### config.mk
export PLATFORM = sky130hd
export DESIGN_NAME = qdma_chain_engine
export DESIGN_NICKNAME = d
export VERILOG_FILES = /design/src/rtl/qdma_pkg.sv /design/src/rtl/qdma_regs.sv /design/src/rtl/qdma_sequencer.sv /design/src/rtl/qdma_mover.sv /design/src/rtl/qdma_chain_engine.sv
export SDC_FILE = /design/constraint.sdc
export NUM_CORES = 1
export LEC_CHECK = 0
export BUFFER_PORTS_ARGS = -buffer_cell sky130_fd_sc_hd__buf_2
export CORE_ASPECT_RATIO = 1.25
export CORE_MARGIN = 2
export CORE_UTILIZATION = 45
export CTS_BUF_LIST = sky130_fd_sc_hd__clkbuf_4 sky130_fd_sc_hd__clkbuf_8
export DETAILED_ROUTE_END_ITERATION = 10
export GPL_TIMING_DRIVEN = 0
export PLACE_DENSITY = 0.65
export SYNTH_ARGS = -nofsm -noshare
export SYNTH_HDL_FRONTEND = slang
export SYNTH_SLANG_ARGS = --single-unit
### constraint.sdc
create_clock -name clk -period 5.8 [get_ports clk]
set_clock_uncertainty 0.05 [all_clocks]
set_input_delay 1.16 -clock clk [delete_from_list [all_inputs] [get_ports clk]]
set_output_delay 1.16 -clock clk [all_outputs]
set_load 0.02 [all_outputs]
### src/rtl/qdma_pkg.sv
package qdma_pkg;
  localparam int ADDR_W     = 32;
  localparam int DATA_W     = 32;
  localparam int LANES      = DATA_W / 8;
  localparam int LANE_W     = $clog2(LANES);
  localparam int LEN_W      = 16;
  localparam int CNT_W      = LEN_W + 1;
  localparam int ALIGN_BITS = 5;
  localparam int RA_W       = 8;

  localparam logic [RA_W-1:0] OFF_CFG  = 8'h00;
  localparam logic [RA_W-1:0] OFF_IEN  = 8'h0C;
  localparam logic [RA_W-1:0] OFF_STAT = 8'h10;
  localparam logic [RA_W-1:0] OFF_NEXT = 8'h40;
  localparam logic [RA_W-1:0] OFF_CURD = 8'h44;
  localparam logic [RA_W-1:0] OFF_CURM = 8'h48;

  localparam int ST_DONE  = 31;
  localparam int ST_ALIGN = 1;
  localparam int ST_BUS   = 2;

  localparam logic [2:0] LANE_X1 = 3'd1;
  localparam logic [2:0] LANE_X2 = 3'd2;
  localparam logic [2:0] LANE_X4 = 3'd3;

  // unsupported lane codes fall back to one lane
  function automatic logic [2:0] lane_fix(input logic [2:0] m);
    return (m == LANE_X1 || m == LANE_X2 || m == LANE_X4) ? m : LANE_X1;
  endfunction

  // zero length field stands for the full 2^LEN_W bytes
  function automatic logic [CNT_W-1:0] byte_count(input logic [LEN_W-1:0] f);
    return (f == '0) ? (CNT_W'(1) << LEN_W) : {1'b0, f};
  endfunction

  function automatic logic addr_aligned(input logic [ADDR_W-1:0] a);
    logic [ADDR_W-1:0] mask;
    mask = (ADDR_W'(1) << ALIGN_BITS) - ADDR_W'(1);
    return (a & mask) == '0;
  endfunction

  function automatic logic [LANES-1:0] lane_be(input logic [LANE_W-1:0] lane);
    return LANES'(1) << lane;
  endfunction

  function automatic logic [7:0] pick_byte(input logic [DATA_W-1:0] w,
                                           input logic [LANE_W-1:0] lane);
    logic [DATA_W-1:0] sh;
    sh = w >> (8 * lane);
    return sh[7:0];
  endfunction
endpackage

### src/rtl/qdma_regs.sv
module qdma_regs
  import qdma_pkg::*;
(
  input  logic              clk,
  input  logic              rst_n,
  input  logic              reg_wr,
  input  logic [RA_W-1:0]   reg_addr,
  input  logic [DATA_W-1:0] reg_wdata,
  output logic [DATA_W-1:0] reg_rdata,
  output logic              irq,
  input  logic              busy,
  input  logic              evt_done,
  input  logic              evt_align,
  input  logic              evt_bus,
  input  logic [ADDR_W-1:0] cur_desc,
  input  logic [ADDR_W-1:0] cur_mem,
  output logic              dma_en,
  output logic              kick,
  output logic [ADDR_W-1:0] kick_ptr
);
  logic              en_q;
  logic [DATA_W-1:0] ien_q;
  logic [DATA_W-1:0] stat_q;
  logic [ADDR_W-1:0] next_q;
  logic [DATA_W-1:0] stat_set;
  logic [DATA_W-1:0] stat_clr;

  always_comb begin
    stat_set = '0;
    stat_set[ST_DONE]  = evt_done;
    stat_set[ST_ALIGN] = evt_align;
    stat_set[ST_BUS]   = evt_bus;
    stat_clr = (reg_wr && reg_addr == OFF_STAT) ? reg_wdata : '0;
  end

  always_ff @(posedge clk) begin
    if (!rst_n) begin
      en_q   <= 1'b0;
      ien_q  <= '0;
      stat_q <= '0;
      next_q <= '0;
    end else begin
      if (reg_wr && reg_addr == OFF_CFG)  en_q   <= reg_wdata[0];
      if (reg_wr && reg_addr == OFF_IEN)  ien_q  <= reg_wdata;
      if (reg_wr && reg_addr == OFF_NEXT) next_q <= reg_wdata;
      stat_q <= (stat_q & ~stat_clr) | stat_set;
    end
  end

  assign dma_en   = en_q;
  assign kick     = reg_wr && reg_addr == OFF_NEXT && en_q && !busy;
  assign kick_ptr = reg_wdata;
  assign irq      = |(stat_q & ien_q);

  always_comb begin
    unique case (reg_addr)
      OFF_CFG:  reg_rdata = {{(DATA_W-1){1'b0}}, en_q};
      OFF_IEN:  reg_rdata = ien_q;
      OFF_STAT: reg_rdata = stat_q;
      OFF_NEXT: reg_rdata = next_q;
      OFF_CURD: reg_rdata = cur_desc;
      OFF_CURM: reg_rdata = cur_mem;
      default:  reg_rdata = '0;
    endcase
  end
endmodule

### src/rtl/qdma_sequencer.sv
module qdma_sequencer
  import qdma_pkg::*;
(
  input  logic              clk,
  input  logic              rst_n,
  input  logic              kick,
  input  logic [ADDR_W-1:0] kick_ptr,
  output logic              f_req,
  output logic [ADDR_W-1:0] f_addr,
  input  logic              mem_rsp,
  input  logic              mem_err,
  input  logic [DATA_W-1:0] mem_rdata,
  output logic              cmd_valid,
  output logic              cmd_dir,
  output logic [2:0]        cmd_mode,
  output logic              cmd_frag,
  output logic [CNT_W-1:0]  cmd_len,
  output logic [ADDR_W-1:0] mv_addr,
  input  logic              mv_done,
  input  logic              mv_err,
  output logic              owns_mem,
  output logic              busy,
  output logic [ADDR_W-1:0] cur_desc,
  output logic              evt_done,
  output logic              evt_align,
  output logic              evt_bus
);
  typedef enum logic [2:0] {
    S_IDLE, S_NEXT, S_FREQ, S_FWAIT, S_DECODE, S_MOVE
  } seq_state_t;

  seq_state_t        state_q;
  logic [ADDR_W-1:0] ptr_q;
  logic [ADDR_W-1:0] desc_q;
  logic [1:0]        widx_q;
  logic [ADDR_W-1:0] data_q;
  logic [ADDR_W-1:0] link_q;
  logic              dir_q;
  logic [2:0]        mode_q;
  logic              frag_q;
  logic [LEN_W-1:0]  len_q;
  logic              buf_ok;
  logic              chain_end;
  logic              fetch_rsp;

  assign buf_ok    = addr_aligned(data_q);
  assign chain_end = state_q == S_NEXT && ptr_q == '0;
  assign fetch_rsp = state_q == S_FWAIT && mem_rsp;

  assign f_req     = state_q == S_FREQ;
  assign f_addr    = desc_q + {{(ADDR_W-4){1'b0}}, widx_q, 2'b00};
  assign cmd_valid = state_q == S_DECODE && buf_ok;
  assign cmd_dir   = dir_q;
  assign cmd_mode  = lane_fix(mode_q);
  assign cmd_frag  = frag_q;
  assign cmd_len   = byte_count(len_q);
  assign mv_addr   = data_q;
  assign owns_mem  = state_q != S_MOVE;
  assign busy      = state_q != S_IDLE;
  assign cur_desc  = desc_q;
  assign evt_done  = chain_end;
  assign evt_align = state_q == S_DECODE && !buf_ok;
  assign evt_bus   = (fetch_rsp && mem_err) || (state_q == S_MOVE && mv_err);

  always_ff @(posedge clk) begin
    if (!rst_n) begin
      state_q <= S_IDLE;
      ptr_q   <= '0;
      desc_q  <= '0;
      widx_q  <= '0;
      data_q  <= '0;
      link_q  <= '0;
      dir_q   <= 1'b0;
      mode_q  <= '0;
      frag_q  <= 1'b0;
      len_q   <= '0;
    end else begin
      unique case (state_q)
        S_IDLE: if (kick) begin
          ptr_q   <= kick_ptr;
          state_q <= S_NEXT;
        end
        S_NEXT: begin
          if (chain_end) state_q <= S_IDLE;
          else begin
            desc_q  <= ptr_q;
            widx_q  <= '0;
            state_q <= S_FREQ;
          end
        end
        S_FREQ: state_q <= S_FWAIT;
        S_FWAIT: if (mem_rsp) begin
          if (mem_err) state_q <= S_IDLE;
          else begin
            unique case (widx_q)
              2'd0: data_q <= mem_rdata;
              2'd1: link_q <= mem_rdata;
              default: begin
                dir_q  <= mem_rdata[0];
                mode_q <= mem_rdata[3:1];
                frag_q <= mem_rdata[8];
                len_q  <= mem_rdata[31:16];
              end
            endcase
            if (widx_q == 2'd2) state_q <= S_DECODE;
            else begin
              widx_q  <= widx_q + 2'd1;
              state_q <= S_FREQ;
            end
          end
        end
        S_DECODE: state_q <= buf_ok ? S_MOVE : S_IDLE;
        S_MOVE: begin
          if (mv_err) state_q <= S_IDLE;
          else if (mv_done) begin
            ptr_q   <= link_q;
            state_q <= S_NEXT;
          end
        end
        default: state_q <= S_IDLE;
      endcase
    end
  end
endmodule

### src/rtl/qdma_mover.sv
module qdma_mover
  import qdma_pkg::*;
(
  input  logic              clk,
  input  logic              rst_n,
  input  logic              start,
  input  logic              dir,
  input  logic [ADDR_W-1:0] start_addr,
  input  logic [CNT_W-1:0]  count,
  output logic              mem_req,
  output logic              mem_we,
  output logic [ADDR_W-1:0] mem_addr,
  output logic [DATA_W-1:0] mem_wdata,
  output logic [LANES-1:0]  mem_be,
  input  logic              mem_rsp,
  input  logic              mem_err,
  input  logic [DATA_W-1:0] mem_rdata,
  output logic              tx_valid,
  output logic [7:0]        tx_byte,
  input  logic              tx_ready,
  input  logic              rx_valid,
  input  logic [7:0]        rx_byte,
  output logic              rx_ready,
  output logic              done,
  output logic              err,
  output logic [ADDR_W-1:0] cur_addr
);
  typedef enum logic [2:0] {
    M_IDLE, M_RDREQ, M_RDWAIT, M_TXOUT, M_RXIN, M_WRREQ, M_WRWAIT
  } mv_state_t;

  mv_state_t         state_q;
  logic [ADDR_W-1:0] addr_q;
  logic [CNT_W-1:0]  left_q;
  logic [7:0]        byte_q;
  logic              in_wait;
  logic              beat;
  logic              last;

  assign in_wait = state_q == M_RDWAIT || state_q == M_WRWAIT;
  assign last    = left_q == CNT_W'(1);
  assign beat    = (state_q == M_TXOUT && tx_ready) ||
                   (state_q == M_WRWAIT && mem_rsp && !mem_err);
  assign done    = beat && last;
  assign err     = in_wait && mem_rsp && mem_err;

  assign mem_req   = state_q == M_RDREQ || state_q == M_WRREQ;
  assign mem_we    = state_q == M_WRREQ;
  assign mem_addr  = addr_q;
  assign mem_wdata = {LANES{byte_q}};
  assign mem_be    = mem_we ? lane_be(addr_q[LANE_W-1:0]) : {LANES{1'b1}};
  assign tx_valid  = state_q == M_TXOUT;
  assign tx_byte   = byte_q;
  assign rx_ready  = state_q == M_RXIN;
  assign cur_addr  = addr_q;

  always_ff @(posedge clk) begin
    if (!rst_n) begin
      state_q <= M_IDLE;
      addr_q  <= '0;
      left_q  <= '0;
      byte_q  <= '0;
    end else begin
      if (beat) begin
        addr_q <= addr_q + ADDR_W'(1);
        left_q <= left_q - CNT_W'(1);
      end
      unique case (state_q)
        M_IDLE: if (start) begin
          addr_q  <= start_addr;
          left_q  <= count;
          state_q <= dir ? M_RDREQ : M_RXIN;
        end
        M_RDREQ: state_q <= M_RDWAIT;
        M_RDWAIT: if (mem_rsp) begin
          if (mem_err) state_q <= M_IDLE;
          else begin
            byte_q  <= pick_byte(mem_rdata, addr_q[LANE_W-1:0]);
            state_q <= M_TXOUT;
          end
        end
        M_TXOUT: if (tx_ready) state_q <= last ? M_IDLE : M_RDREQ;
        M_RXIN: if (rx_valid) begin
          byte_q  <= rx_byte;
          state_q <= M_WRREQ;
        end
        M_WRREQ: state_q <= M_WRWAIT;
        M_WRWAIT: if (mem_rsp) begin
          if (mem_err) state_q <= M_IDLE;
          else state_q <= last ? M_IDLE : M_RXIN;
        end
        default: state_q <= M_IDLE;
      endcase
    end
  end
endmodule

### src/rtl/qdma_chain_engine.sv
module qdma_chain_engine
  import qdma_pkg::*;
(
  input  logic              clk,
  input  logic              rst_n,
  input  logic              reg_wr,
  input  logic [RA_W-1:0]   reg_addr,
  input  logic [DATA_W-1:0] reg_wdata,
  output logic [DATA_W-1:0] reg_rdata,
  output logic              irq,
  output logic              mem_req,
  output logic              mem_we,
  output logic [ADDR_W-1:0] mem_addr,
  output logic [DATA_W-1:0] mem_wdata,
  output logic [LANES-1:0]  mem_be,
  input  logic              mem_rsp,
  input  logic              mem_err,
  input  logic [DATA_W-1:0] mem_rdata,
  output logic              cmd_valid,
  output logic              cmd_dir,
  output logic [2:0]        cmd_mode,
  output logic              cmd_frag,
  output logic [CNT_W-1:0]  cmd_len,
  output logic              tx_valid,
  output logic [7:0]        tx_byte,
  input  logic              tx_ready,
  input  logic              rx_valid,
  input  logic [7:0]        rx_byte,
  output logic              rx_ready
);
  logic              busy, dma_en, kick;
  logic [ADDR_W-1:0] kick_ptr, cur_desc, cur_mem, mv_addr, f_addr;
  logic              evt_done, evt_align, evt_bus;
  logic              f_req, owns_mem, mv_done, mv_err;
  logic              m_req, m_we;
  logic [ADDR_W-1:0] m_addr;
  logic [DATA_W-1:0] m_wdata;
  logic [LANES-1:0]  m_be;

  qdma_regs u_regs (
    .clk(clk), .rst_n(rst_n), .reg_wr(reg_wr), .reg_addr(reg_addr),
    .reg_wdata(reg_wdata), .reg_rdata(reg_rdata), .irq(irq), .busy(busy),
    .evt_done(evt_done), .evt_align(evt_align), .evt_bus(evt_bus),
    .cur_desc(cur_desc), .cur_mem(cur_mem), .dma_en(dma_en), .kick(kick),
    .kick_ptr(kick_ptr)
  );

  qdma_sequencer u_seq (
    .clk(clk), .rst_n(rst_n), .kick(kick), .kick_ptr(kick_ptr),
    .f_req(f_req), .f_addr(f_addr), .mem_rsp(mem_rsp), .mem_err(mem_err),
    .mem_rdata(mem_rdata), .cmd_valid(cmd_valid), .cmd_dir(cmd_dir),
    .cmd_mode(cmd_mode), .cmd_frag(cmd_frag), .cmd_len(cmd_len),
    .mv_addr(mv_addr), .mv_done(mv_done), .mv_err(mv_err),
    .owns_mem(owns_mem), .busy(busy), .cur_desc(cur_desc),
    .evt_done(evt_done), .evt_align(evt_align), .evt_bus(evt_bus)
  );

  qdma_mover u_mover (
    .clk(clk), .rst_n(rst_n), .start(cmd_valid), .dir(cmd_dir),
    .start_addr(mv_addr), .count(cmd_len), .mem_req(m_req), .mem_we(m_we),
    .mem_addr(m_addr), .mem_wdata(m_wdata), .mem_be(m_be),
    .mem_rsp(mem_rsp), .mem_err(mem_err), .mem_rdata(mem_rdata),
    .tx_valid(tx_valid), .tx_byte(tx_byte), .tx_ready(tx_ready),
    .rx_valid(rx_valid), .rx_byte(rx_byte), .rx_ready(rx_ready),
    .done(mv_done), .err(mv_err), .cur_addr(cur_mem)
  );

  // memory port belongs to the fetcher except while payload moves
  assign mem_req   = owns_mem ? f_req  : m_req;
  assign mem_we    = owns_mem ? 1'b0   : m_we;
  assign mem_addr  = owns_mem ? f_addr : m_addr;
  assign mem_wdata = owns_mem ? '0     : m_wdata;
  assign mem_be    = owns_mem ? {LANES{1'b1}} : m_be;
endmodule

==> reports/results.tsv <==
stage	metric	value	unit
status	outcome	finished, violations left	
status	violations	max-capacitance violations	
global_route	grt_start_max_net_pins	13	
global_route	grt_pass1_vias	15357	
critical_path	worst_ep_required_time	4590	ps
global_route	grtUsageTotal	35.64	%
detailed_routing	vias	16055	
clock_tree	holdBufCountCts	0	
placed_design	hpwlAfterDp	50.53	mm
pwr	power_frac_seq	49.2	%
detailed_routing	ant_nets	0	
timing	setup_viol	0	
final_layout	syn_to_final_growth	17.57	%
final_layout	n_fill_cell	3402	
clock_tree	clk_pin_slew_worst_paths	60	ps
detailed_routing	drcViolationCount	0	
timing	grt_setup_unrepaired	no	
detailed_routing	routed_wl	64.94	mm
clock_tree	htree_levels	2	
detailed_routing	vias_per_cell	5.859	
worst_hold_path	hold_path.class	reg -> reg	
detailed_routing	firstDrtPassIters	6	
logic_synthesis	synthCells	1960	
logic_synthesis	ys_top_cells_by_area	dfxtp_1 40%, nand2_1 12%, a21boi_0 7.3%, mux2i_1 4.7%, a22oi_1 3.4%	
pwr	p_per_area	235.9	nW/µm²
placed_design	routabilityCongestion	1.017	
logic_synthesis	synth_nets	2059	
placed_design	dp_cells	2648	
pwr	power.share.combinational	4.4	%
global_route	antenna_found_initial	2	
clock_tree	cts_buffer_depth	3	
final_layout	final_util	53.50	%
global_route	grt_first_pass_wirelength	95.74	mm
logic_synthesis	synth_edf_count	0	
logic_synthesis	yosys.area.top_type	dfxtp_1	
die	die_h	212.6	µm
timing	fin_tns_setup	0	ps
die	dieArea	36330	µm²
critical_path	cp-end-kind	output pin	
final_layout	fin_cells	2740	
detailed_routing	wl_per_cell	23.70	µm
pwr	p_sw_share	23.90	%
critical_path	cp-start-kind	input port	
logic_synthesis	async_flop_share	0	%
logic_synthesis	synth_cell_types	62	
timing	hold_slack	409.9	ps
critical_path	critPathKind	in -> out	
clock_tree	post-cts-setup-buffer-count	0	
die	core-area	34420	µm²
pwr	pwr-share-clk	46.4	%
timing	relSlewSlack	1.623	%
logic_synthesis	postSynthAreaPerCell	7.992	µm²
logic_synthesis	yosysSeqAreaShare	39.75	%
final_layout	drive_gt1_share	15.95	%
timing	maxSlewViolCount	0	
pwr	ir_drop	0.1771	mV
die	num_io_pins	223	
logic_synthesis	synth-seq-cells	311	
final_layout	final_nets	2332	
global_route	grt-ovfl-total	0	
pwr	total_leakage_power	7.162	nW
run	max_cap_violations	1	
detailed_routing	first_iter_violations	1728	
clock_tree	postCtsResizedCells	0	
logic_synthesis	yosysWarnings	0	
clock_tree	cts_sinks	311	
timing	hold_viol	0	
clock_tree	cts_made_buffers	51	
logic_synthesis	yosysTopAreaCellShare	39.75	%
die	start_util	45.50	%
die	rows	76	
timing	period_needed	5440	ps
timing	period_share	93.80	%
die	die_w	170.9	µm
logic_synthesis	ys.flop_type	dfxtp_1	
placed_design	port_buffers	220	
pwr	p_int	0.003306	W
logic_synthesis	syn_area	15660	µm²
pwr	switchingPower	0.001038	W
clock_tree	cts_tree	built	
critical_path	worstPathArrival	4230	ps
critical_path	critPathMaxFanout	10	
clock_tree	cts-root-buf	clkbuf_8	
timing	worst_pin_slew	1464	ps
timing	fmax	183.8	MHz
clock_tree	clk_latency	610	ps
-- path summary, 6_finish.rpt --
check	from	to	slack, ps	cells past startpoint
setup / recovery	reg_addr[5]	reg_rdata[9]	360	7
hold / removal	u_regs.stat_q[20]	u_regs.stat_q[20]	410	2
setup reg to reg	u_seq.ptr_q[16]	u_seq.cur_desc[15]	2050	7
hold reg to reg	u_regs.stat_q[20]	u_regs.stat_q[20]	410	2
-- layer usage --
layer  part of all wire (%)  GRT usage [%]  routed length [µm]  up-vias
met5                      0              0                   0        -
met4                    8.9          27.24                5786        0
met3                    8.5          6.217                5530      251
met2                     45          57.76               29440      936
met1                     37          41.94               24180     7543
li1                       -              -                   -     7325
-- cell families after synthesis --
kind of cell / count (synthesis) / share of synthesized area (%)
and+or+nand+nor: 843 / 24.99
AOI/OAI and AO/OA: 447 / 19.29
DFF: 311 / 39.75
buffers and inverters: 205 / 5.751
muxes: 82 / 5.887
xor gates and xnor gates: 59 / 3.299
adders and majority gates: 12 / 1.006
other: 1 / 0.02394
-- metrics by stage --
stage | instance area [µm²] | setup slack, ps | power, W
5_1_grt | 18410 | 346.6 | 0.004456
4_1_cts | 18410 | 508.4 | 0.004341
3_3_place_gp | 17350 | 33.74 | 0.002369
6_report | 18420 | 359.7 | 0.004344
2_1_floorplan | 15660 | 1540 | 0.002257
3_5_place_dp | 17360 | 506.9 | 0.002370
-- cell usage in the layout (no fill, tap or decap), drive strengths merged, types with 3 or more instances in the layout --
master,synthesis,layout
a21boi,152,152
o21ai,79,79
nand2,502,502
clkbuf,140,225
nor4,25,25
and4,9,9
o21a,3,3
a22o,9,9
dfxtp,311,311
o211ai,4,4
and3b,3,3
o2111ai,4,4
inv,22,22
and2,10,10
a22oi,71,71
nor2,30,30
or4,12,12
nor3,21,21
nor3b,4,4
mux2i,73,73
and3,11,11
nand3,79,79
nand2b,11,11
nand3b,6,6
o31ai,11,11
a21oi,74,74
o211a,11,11
mux4,8,8
clkinv,0,4
nand4,30,30
xor2,33,33
a31oi,18,18
buf,43,263
nor2b,68,68
ha,11,11
xnor2,26,26
or2,3,3
or3,11,11
-- cells in the mapped netlist (all sizes together), types with 9 or more instances --
| cell type | number |
|---|---|
| nand2b | 11 |
| and4 | 9 |
| a21oi | 74 |
| o31ai | 11 |
| nor2 | 30 |
| or3 | 11 |
| and3 | 11 |
| a21boi | 152 |
| nor2b | 68 |
| nand4 | 30 |
| or4 | 12 |
| a31oi | 18 |
| xor2 | 33 |
| ha | 11 |
| buf | 43 |
| nor3 | 21 |
| xnor2 | 26 |
| nand2 | 502 |
| and2 | 10 |
| nor4 | 25 |
| a22oi | 71 |
| clkbuf | 140 |
| dfxtp | 311 |
| nand3 | 79 |
| inv | 22 |
| o211a | 11 |
| a22o | 9 |
| mux2i | 73 |
| o21ai | 79 |
-- layout make-up --
class	count	area (µm²)	share of cell area, %
plain buffers	183	818.3	4.444
clock buffers	85	1026	5.571
multi-input cells	1444	8543	46.39
clock inverters	5	27.53	0.1495
diodes	2	5.005	0.02718
well taps	468	585.6	3.180
inverters	22	82.58	0.4484
repair buffers	220	1101	5.979
flip-flops and latches	311	6226	33.81
-- critical path, stage by stage --
cell	delay [ps]
buf_2	110
or4b_2	740
nor4_2	910
clkbuf_1	590
a22oi_1	280
nand3_1	230
buf_2	200
-- power by group through the flow --
stage               Sequential [W]  Combinational [W]  Clock, W
floorplan                  0.00218          0.0000727         0
global placement           0.00218           0.000185         0
detailed placement         0.00218           0.000186         0
CTS                        0.00214           0.000187   0.00202
global route               0.00214           0.000198   0.00212
finish                     0.00214           0.000193   0.00201
-- sequential cells by signal, indices dropped and copies added (netlist names), 2 cells and up --
register	cells
u_mover.left_q	17
u_seq.mode_q	3
u_seq.link_q	32
u_seq.len_q	16
u_seq.state_q	3
u_mover.tx_byte	8
u_seq.ptr_q	32
u_mover.cur_addr	32
u_regs.stat_q	32
u_mover.state_q	3
u_seq.cur_desc	32
u_seq.mv_addr	32
u_regs.ien_q	32
u_seq.widx_q	2
u_regs.next_q	32
Power figures use the tool's default switching activity.
